$ cat src/rtl/vic_pkg.sv
package vic_pkg;
    localparam int LVL_W  = 3;
    localparam int REG_W  = 8;

    // control register bit positions (decoded by software)
    localparam int CR_LVL_HI = 2;
    localparam int CR_CLR    = 3;
    localparam int CR_EN     = 4;
    localparam int CR_ACT    = 5;
    localparam int CR_TRIG   = 6;
    localparam int CR_POL    = 7;
    localparam int GC_MASTER = 1;

    typedef struct packed {
        logic             pol;
        logic             trig;
        logic             en;
        logic             clr;
        logic [LVL_W-1:0] lvl;
    } src_wr_t;

    typedef enum logic [0:0] {
        ACK_IDLE  = 1'b0,
        ACK_DRIVE = 1'b1
    } ack_state_e;
endpackage

$ cat src/rtl/vic_sync.sv
module vic_sync #(
    parameter int W      = 16,
    parameter int STAGES = 2
) (
    input  logic         clk,
    input  logic         rst_n,
    input  logic [W-1:0] d,
    output logic [W-1:0] q
);
    logic [W-1:0] stg [STAGES];

    always_ff @(posedge clk or negedge rst_n) begin
        if (!rst_n) begin
            for (int k = 0; k < STAGES; k++) stg[k] <= '0;
        end else begin
            stg[0] <= d;
            for (int k = 1; k < STAGES; k++) stg[k] <= stg[k-1];
        end
    end

    assign q = stg[STAGES-1];
endmodule

$ cat src/rtl/vic_source.sv
module vic_source
    import vic_pkg::*;
(
    input  logic             clk,
    input  logic             rst_n,
    input  logic             wr_hit,
    input  src_wr_t          wr_bits,
    input  logic             sync_in,
    input  logic             master_en,
    output logic [REG_W-1:0] ctrl_rd,
    output logic [LVL_W-1:0] lvl,
    output logic             req
);
    logic pol_q, trig_q, en_q;
    logic [LVL_W-1:0] lvl_q;
    logic prev_q, latch_q;
    logic edge_hit, active;

    // edge seen on the raw synchronised line, so a polarity change alone makes no edge
    assign edge_hit = pol_q ? (prev_q & ~sync_in) : (~prev_q & sync_in);
    assign active   = trig_q ? latch_q : (sync_in ^ pol_q);

    always_ff @(posedge clk or negedge rst_n) begin
        if (!rst_n) begin
            pol_q  <= 1'b0;
            trig_q <= 1'b0;
            en_q   <= 1'b0;
            lvl_q  <= '0;
        end else if (wr_hit) begin
            pol_q  <= wr_bits.pol;
            trig_q <= wr_bits.trig;
            en_q   <= wr_bits.en;
            lvl_q  <= wr_bits.lvl;
        end
    end

    always_ff @(posedge clk or negedge rst_n) begin
        if (!rst_n) begin
            prev_q  <= 1'b0;
            latch_q <= 1'b0;
        end else begin
            prev_q <= sync_in;
            if (!trig_q) latch_q <= 1'b0;
            if (wr_hit && wr_bits.clr) latch_q <= 1'b0;
            if (trig_q && edge_hit) latch_q <= 1'b1;   // a new edge wins over a clear
        end
    end

    assign req = active & en_q & (lvl_q != '0) & master_en;
    assign lvl = lvl_q;

    always_comb begin
        ctrl_rd                    = '0;
        ctrl_rd[CR_LVL_HI:0]       = lvl_q;
        ctrl_rd[CR_EN]             = en_q;
        ctrl_rd[CR_ACT]            = active;
        ctrl_rd[CR_TRIG]           = trig_q;
        ctrl_rd[CR_POL]            = pol_q;
    end

    // a latched edge survives every cycle without a write to this register
    assert_latch_hold_R5: assert property (@(posedge clk) disable iff (!rst_n)
        (trig_q && latch_q && !wr_hit) |=> latch_q);
    // the selected edge in edge mode always leaves the latch set
    assert_edge_capture_R4: assert property (@(posedge clk) disable iff (!rst_n)
        (trig_q && edge_hit) |=> latch_q);
endmodule

$ cat src/rtl/vic_prio.sv
module vic_prio
    import vic_pkg::*;
#(
    parameter int NUM_SRC = 16,
    localparam int CODE_W = $clog2(NUM_SRC)
) (
    input  logic                     clk,
    input  logic                     rst_n,
    input  logic [NUM_SRC-1:0]       req,
    input  logic [NUM_SRC*LVL_W-1:0] lvl_flat,
    output logic [LVL_W-1:0]         lvl_q,
    output logic [CODE_W-1:0]        code_q
);
    logic [LVL_W-1:0]  best_lvl;
    logic [CODE_W-1:0] best_code;

    // ascending scan with >= lets the higher code win a tie
    always_comb begin
        best_lvl  = '0;
        best_code = '0;
        for (int i = 0; i < NUM_SRC; i++) begin
            if (req[i] && (lvl_flat[i*LVL_W +: LVL_W] >= best_lvl)) begin
                best_lvl  = lvl_flat[i*LVL_W +: LVL_W];
                best_code = CODE_W'(i);
            end
        end
    end

    always_ff @(posedge clk or negedge rst_n) begin
        if (!rst_n) begin
            lvl_q  <= '0;
            code_q <= '0;
        end else begin
            lvl_q  <= best_lvl;
            code_q <= best_code;
        end
    end

    // no request in a cycle means level 0 in the next
    assert_idle_zero_R9: assert property (@(posedge clk) disable iff (!rst_n)
        !(|req) |=> (lvl_q == '0));
    // a nonzero level is always backed by a request one cycle before
    assert_level_backed_R9: assert property (@(posedge clk) disable iff (!rst_n)
        (lvl_q != '0) |-> $past(|req));
endmodule

$ cat src/rtl/vic_ack_fsm.sv
module vic_ack_fsm
    import vic_pkg::*;
#(
    parameter int CODE_W = 4,
    parameter int VEC_W  = 8
) (
    input  logic              clk,
    input  logic              rst_n,
    input  logic              iack,
    input  logic [LVL_W-1:0]  iack_level,
    input  logic [LVL_W-1:0]  cur_lvl,
    input  logic [CODE_W-1:0] cur_code,
    input  logic [VEC_W-1:0]  vbase,
    output logic              vec_valid,
    output logic [VEC_W-1:0]  vec_out
);
    ack_state_e state_q, state_d;
    logic       accept;
    logic [VEC_W-1:0] vec_q;

    assign accept = iack && (iack_level == cur_lvl) && (cur_lvl != '0);

    always_ff @(posedge clk or negedge rst_n) begin
        if (!rst_n) state_q <= ACK_IDLE;
        else        state_q <= state_d;
    end

    always_comb begin
        state_d = state_q;
        unique case (state_q)
            ACK_IDLE:  if (accept) state_d = ACK_DRIVE;
            ACK_DRIVE: state_d = ACK_IDLE;
            default:   state_d = ACK_IDLE;
        endcase
    end

    always_ff @(posedge clk or negedge rst_n) begin
        if (!rst_n)                            vec_q <= '0;
        else if (state_q == ACK_IDLE && accept) vec_q <= vbase + VEC_W'(cur_code);
    end

    always_comb begin
        vec_valid = 1'b0;
        vec_out   = '0;
        unique case (state_q)
            ACK_IDLE:  ;
            ACK_DRIVE: begin
                vec_valid = 1'b1;
                vec_out   = vec_q;
            end
            default: ;
        endcase
    end

    // the vector is presented for a single cycle
    assert_single_pulse_R11: assert property (@(posedge clk) disable iff (!rst_n)
        vec_valid |=> !vec_valid);
    // a matching acknowledge in idle is answered in the next cycle
    assert_answer_R11: assert property (@(posedge clk) disable iff (!rst_n)
        (state_q == ACK_IDLE && iack && iack_level == cur_lvl && cur_lvl != '0) |=> vec_valid);
endmodule

$ cat src/rtl/vec_irq_ctrl.sv
module vec_irq_ctrl
    import vic_pkg::*;
#(
    parameter int NUM_SRC     = 16,
    parameter int SYNC_STAGES = 2,
    parameter int VEC_W       = 8,
    localparam int ADDR_W     = $clog2(NUM_SRC + 2),
    localparam int CODE_W     = $clog2(NUM_SRC)
) (
    input  logic               clk,
    input  logic               rst_n,
    input  logic [NUM_SRC-1:0] src_in,
    input  logic               cfg_we,
    input  logic [ADDR_W-1:0]  cfg_addr,
    input  logic [REG_W-1:0]   cfg_wdata,
    output logic [REG_W-1:0]   cfg_rdata,
    input  logic               iack,
    input  logic [LVL_W-1:0]   iack_level,
    output logic [LVL_W-1:0]   irq_level,
    output logic               vec_valid,
    output logic [VEC_W-1:0]   vec_out
);
    localparam logic [ADDR_W-1:0] GC_ADDR = ADDR_W'(NUM_SRC);
    localparam logic [ADDR_W-1:0] VB_ADDR = ADDR_W'(NUM_SRC + 1);

    logic [NUM_SRC-1:0]       synced;
    logic [NUM_SRC-1:0]       req;
    logic [NUM_SRC*LVL_W-1:0] lvl_flat;
    logic [REG_W-1:0]         src_rd [NUM_SRC];
    logic [REG_W-1:0]         gctrl_q;
    logic [VEC_W-1:0]         vbase_q;
    logic [CODE_W-1:0]        win_code;
    logic                     master_en;
    src_wr_t                  wr_bits;

    assign master_en = gctrl_q[GC_MASTER];
    assign wr_bits   = '{pol: cfg_wdata[CR_POL], trig: cfg_wdata[CR_TRIG],
                         en: cfg_wdata[CR_EN], clr: cfg_wdata[CR_CLR],
                         lvl: cfg_wdata[CR_LVL_HI:0]};

    vic_sync #(.W(NUM_SRC), .STAGES(SYNC_STAGES)) u_sync (
        .clk(clk), .rst_n(rst_n), .d(src_in), .q(synced)
    );

    for (genvar i = 0; i < NUM_SRC; i++) begin : g_src
        vic_source u_src (
            .clk       (clk),
            .rst_n     (rst_n),
            .wr_hit    (cfg_we && (cfg_addr == ADDR_W'(i))),
            .wr_bits   (wr_bits),
            .sync_in   (synced[i]),
            .master_en (master_en),
            .ctrl_rd   (src_rd[i]),
            .lvl       (lvl_flat[i*LVL_W +: LVL_W]),
            .req       (req[i])
        );
    end

    always_ff @(posedge clk or negedge rst_n) begin
        if (!rst_n) begin
            gctrl_q <= '0;
            vbase_q <= '0;
        end else if (cfg_we) begin
            if (cfg_addr == GC_ADDR) gctrl_q <= cfg_wdata;
            if (cfg_addr == VB_ADDR) vbase_q <= VEC_W'(cfg_wdata);
        end
    end

    always_comb begin
        cfg_rdata = '0;
        for (int i = 0; i < NUM_SRC; i++)
            if (cfg_addr == ADDR_W'(i)) cfg_rdata = src_rd[i];
        if (cfg_addr == GC_ADDR) cfg_rdata = gctrl_q;
        if (cfg_addr == VB_ADDR) cfg_rdata = REG_W'(vbase_q);
    end

    vic_prio #(.NUM_SRC(NUM_SRC)) u_prio (
        .clk(clk), .rst_n(rst_n), .req(req), .lvl_flat(lvl_flat),
        .lvl_q(irq_level), .code_q(win_code)
    );

    vic_ack_fsm #(.CODE_W(CODE_W), .VEC_W(VEC_W)) u_ack (
        .clk(clk), .rst_n(rst_n), .iack(iack), .iack_level(iack_level),
        .cur_lvl(irq_level), .cur_code(win_code), .vbase(vbase_q),
        .vec_valid(vec_valid), .vec_out(vec_out)
    );

    // with the master enable clear, the output level drops to 0 next cycle
    assert_master_gate_R8: assert property (@(posedge clk) disable iff (!rst_n)
        !master_en |=> (irq_level == '0));
    // a source with a zero level field never drives a request
    assert_zero_level_R7: assert property (@(posedge clk) disable iff (!rst_n)
        (lvl_flat[LVL_W-1:0] == '0) |-> !req[0]);
endmodule

$ cat config.mk
export PLATFORM = sky130hd
export DESIGN_NAME = vec_irq_ctrl
export DESIGN_NICKNAME = d
export VERILOG_FILES = /design/src/rtl/vic_pkg.sv /design/src/rtl/vic_sync.sv /design/src/rtl/vic_source.sv /design/src/rtl/vic_prio.sv /design/src/rtl/vic_ack_fsm.sv /design/src/rtl/vec_irq_ctrl.sv
export SDC_FILE = /design/constraint.sdc
export NUM_CORES = 1
export LEC_CHECK = 0
export ABC_AREA = 1
export BUFFER_PORTS_ARGS = -buffer_cell sky130_fd_sc_hd__buf_2
export CORE_ASPECT_RATIO = 0.75
export CORE_MARGIN = 2
export CORE_UTILIZATION = 45
export DETAILED_ROUTE_END_ITERATION = 12
export GPL_TIMING_DRIVEN = 1
export PLACE_DENSITY = 0.58
export SETUP_SLACK_MARGIN = 0.2
export SYNTH_ARGS = -nofsm -noshare
export SYNTH_HDL_FRONTEND = slang
export SYNTH_SLANG_ARGS = --single-unit
export TNS_END_PERCENT = 10
$ cat constraint.sdc
create_clock -name clk -period 15.9 [get_ports clk]
set_input_delay 2.385 -clock clk [delete_from_list [all_inputs] [get_ports clk]]
set_output_delay 2.385 -clock clk [all_outputs]
set_load 0.005 [all_outputs]
==> metrics.txt <==
Seq/Total Area, Yosys 0.468; max incr delay on CP slightly above 0.4 ns; Max-Cap Viols 0; GR Overflow Total 0; final setup fails 0; Worst VDD drop 0.0000797 V; hpwl dp between 15 and 20 mm; first-pass GRT wire length ~43 mm; Comb pwr share 0.239; vias per cell between 5 and 6; Most used DFF post-synth dfrtp_1; ANT nets after route 0; initial antenna violation count 0; largest net degree at the start of global routing 84; Critical-path top delay cell dfrtp_1; Pins Over Slew Limit 0; Async S/R FF share, synth 1.00; number of core rows between 40 and 50; Routed WL per cell 16.3 um; fin crit share 0.927; root buffer cell clkbuf_16; relative slew slack 0.255; gpl congestion between 0.8 and 0.9; Synth Register Bits 192; Period minus WS final between 10 and 15 ns; CTS buffer count 17; clock-pin slew on the worst setup and hold paths ~0.07 ns; CP Launch Type flip-flop; share of layout cells above drive strength 1 0.176; status complete, no violations; dpl cell area 0.0108 mm^2; Worst EP required 16.21 ns; chip width approximately 180 um; Finished Layout Cells roughly 1700; Leak a little under 6 nW; PwrDens roughly 120 mW/mm^2; Pre-Repair DR Iteration Count 6; Crit path arrival time 15.05 ns; fin nets about 1500; mean area per synthesized cell about 7.9 um^2; register share of total power 0.449; number of synthesized flops with an enable pin 0; dpl ws -0.213 ns; CTS H-tree lvls 4; total internal power about 960 uW; clock power share 0.312; switching share of power 0.334; CP dominant cell by count nand2_2; ant diodes 0; Starting Density 0.462; die area approximately 0.024 mm^2; Ports 56; Final WS setup between 1 and 1.5 ns; Cells after Synth 1296; most common cell after layout, fill and taps aside nand2_1; post-route cell area roughly 0.012 mm^2; Initial DRC Count between 800 and 900; endpoints failing hold 0; Worst Hold Class reg -> reg; clk_lat worst skew around 0.44 ns; Max clock buf depth 2; total wire length approximately 27 mm; CTS tree built; NetSw about 480 uW; CP endpoint kind flip-flop; area of the multi-input gates 0.00503 mm^2; crit path kind reg -> reg; Syn Std Cell Area 0.0103 mm^2; P&R area growth vs syn 17.0%; placed cells around 1600; Distinct cells, synth 38; CP Max Fanout 7; clock sinks approximately 190; Core Footprint approximately 0.022 mm^2; Storage cell area about 0.0048 mm^2; fmax 67.8 MHz; Tot GR Track Use 0.233; die height 135 um; routed vias ~9000; post-layout util 0.540; Synth warnings 0; Residual DRC 0; clk_skew around 0.011 ns; commonest cells after routing, fill and taps aside nand2_1, dfrtp_1, o21ai_0; Synth Net Count about 1400; Total Power 1.43 mW; PortBufs between 50 and 60; Layout fillers roughly 2100; hold_ws 0.348 ns; vias in the first global route around 8000; Least-Margin Pin Slew around 1.1 ns; Setup TNS 0 ns
==> timing repair <==
item,CTS,global route
hold buffers,0,0
pin swaps,3,54
endpoints found under the setup margin,7,7
resized for setup,11,85
buffers inserted,3,35
==> area by class of cell <==
cell class                      instances  share of cell area
Multi-Input combinational cell        918               0.419
Sequential cell                       192               0.400
Timing Repair Buffer                   96              0.0502
Inverter                              155              0.0489
Clock buffer                           20              0.0380
Tap cell                              294              0.0306
Clock inverter                         12              0.0132
==> power by group through the flow <==
| stage | Clock [mW] | Sequential (mW) | Combinational [mW] |
|---|---|---|---|
| after floorplan | 0 | 0.627 | 0.227 |
| after global placement | 0 | 0.648 | 0.298 |
| after detailed placement | 0 | 0.649 | 0.305 |
| after CTS | 0.455 | 0.642 | 0.310 |
| after global routing | 0.477 | 0.657 | 0.390 |
| final | 0.447 | 0.644 | 0.343 |
==> worst max-delay path: cells and delay by family (launching register included) <==
family | cells | cell delay, ns
compound gates | 25 | 2.72
fa+ha+maj | 15 | 3.97
buf+inv | 23 | 1.57
flops | 1 | 0.41
simple gates | 72 | 5.92
==> layer usage <==
layer	GRT usage	share of wire	vias up
met1	0.360	0.51	4146
li1	-	-	4432
met4	0.0519	0.013	0
met3	0.0448	0.053	24
met5	0	0	-
met2	0.338	0.43	207
==> registers in the layout, indices dropped and copies added, names as in the netlist <==
signal / cells
g_src.u_src.en_q: 16
g_src.u_src.latch_q: 16
g_src.u_src.lvl: 48
g_src.u_src.pol_q: 16
g_src.u_src.prev_q: 16
g_src.u_src.trig_q: 16
gctrl_q: 8
u_ack.state_q: 1
u_ack.vec_q: 8
u_prio.code_q: 4
u_prio.lvl_q: 3
u_sync.q: 16
u_sync.stg: 16
vbase_q: 8
==> cells in the mapped netlist, types with 12 or more instances <==
cell       count  area, um^2
a21oi_1       13        65.1
nand2_4       21         236
inv_1        148         556
nand2_1      379        1420
ha_1          34         425
nand2_2       22         138
o21ai_0      195         976
dfrtp_1      192        4800
clkbuf_1      30         113
nand3_1       40         200
nand3_2       12         120
o2111ai_1     23         201
nor3_1        21         105
nor2_1        82         308
nand4_1       17         106
==> kinds of logic after synthesis <==
kind of cell	count (synthesis)	synth area share
flip-flops	192	0.468
adder cells (fa/ha/maj)	35	0.0434
buffers and inverters	186	0.0680
AND/OR/NAND/NOR	605	0.264
AO/OA/AOI/OAI	265	0.145
XOR/XNOR	13	0.0111
==> path summary, 6_finish.rpt <==
kind | from | end | slack, ns | cells past startpoint
worst max-delay path | u_sync.q[0]$_DFF_PN0_ | u_prio.lvl_q[0]$_DFF_PN0_ | 1.16 | 135
max in group asynchronous | rst_n | g_src[8].u_src.latch_q$_DFFE_PN0P_ | 12.67 | 2
min in group asynchronous | rst_n | u_sync.stg[16]$_DFF_PN0_ | 2.00 | 1
worst max register to register | u_sync.q[0]$_DFF_PN0_ | u_prio.lvl_q[0]$_DFF_PN0_ | 1.16 | 135
worst min-delay path | u_sync.stg[31]$_DFF_PN0_ | u_sync.q[15]$_DFF_PN0_ | 0.35 | 0
worst min register to register | u_sync.stg[31]$_DFF_PN0_ | u_sync.q[15]$_DFF_PN0_ | 0.35 | 0
(Power assumes the default switching activity.)
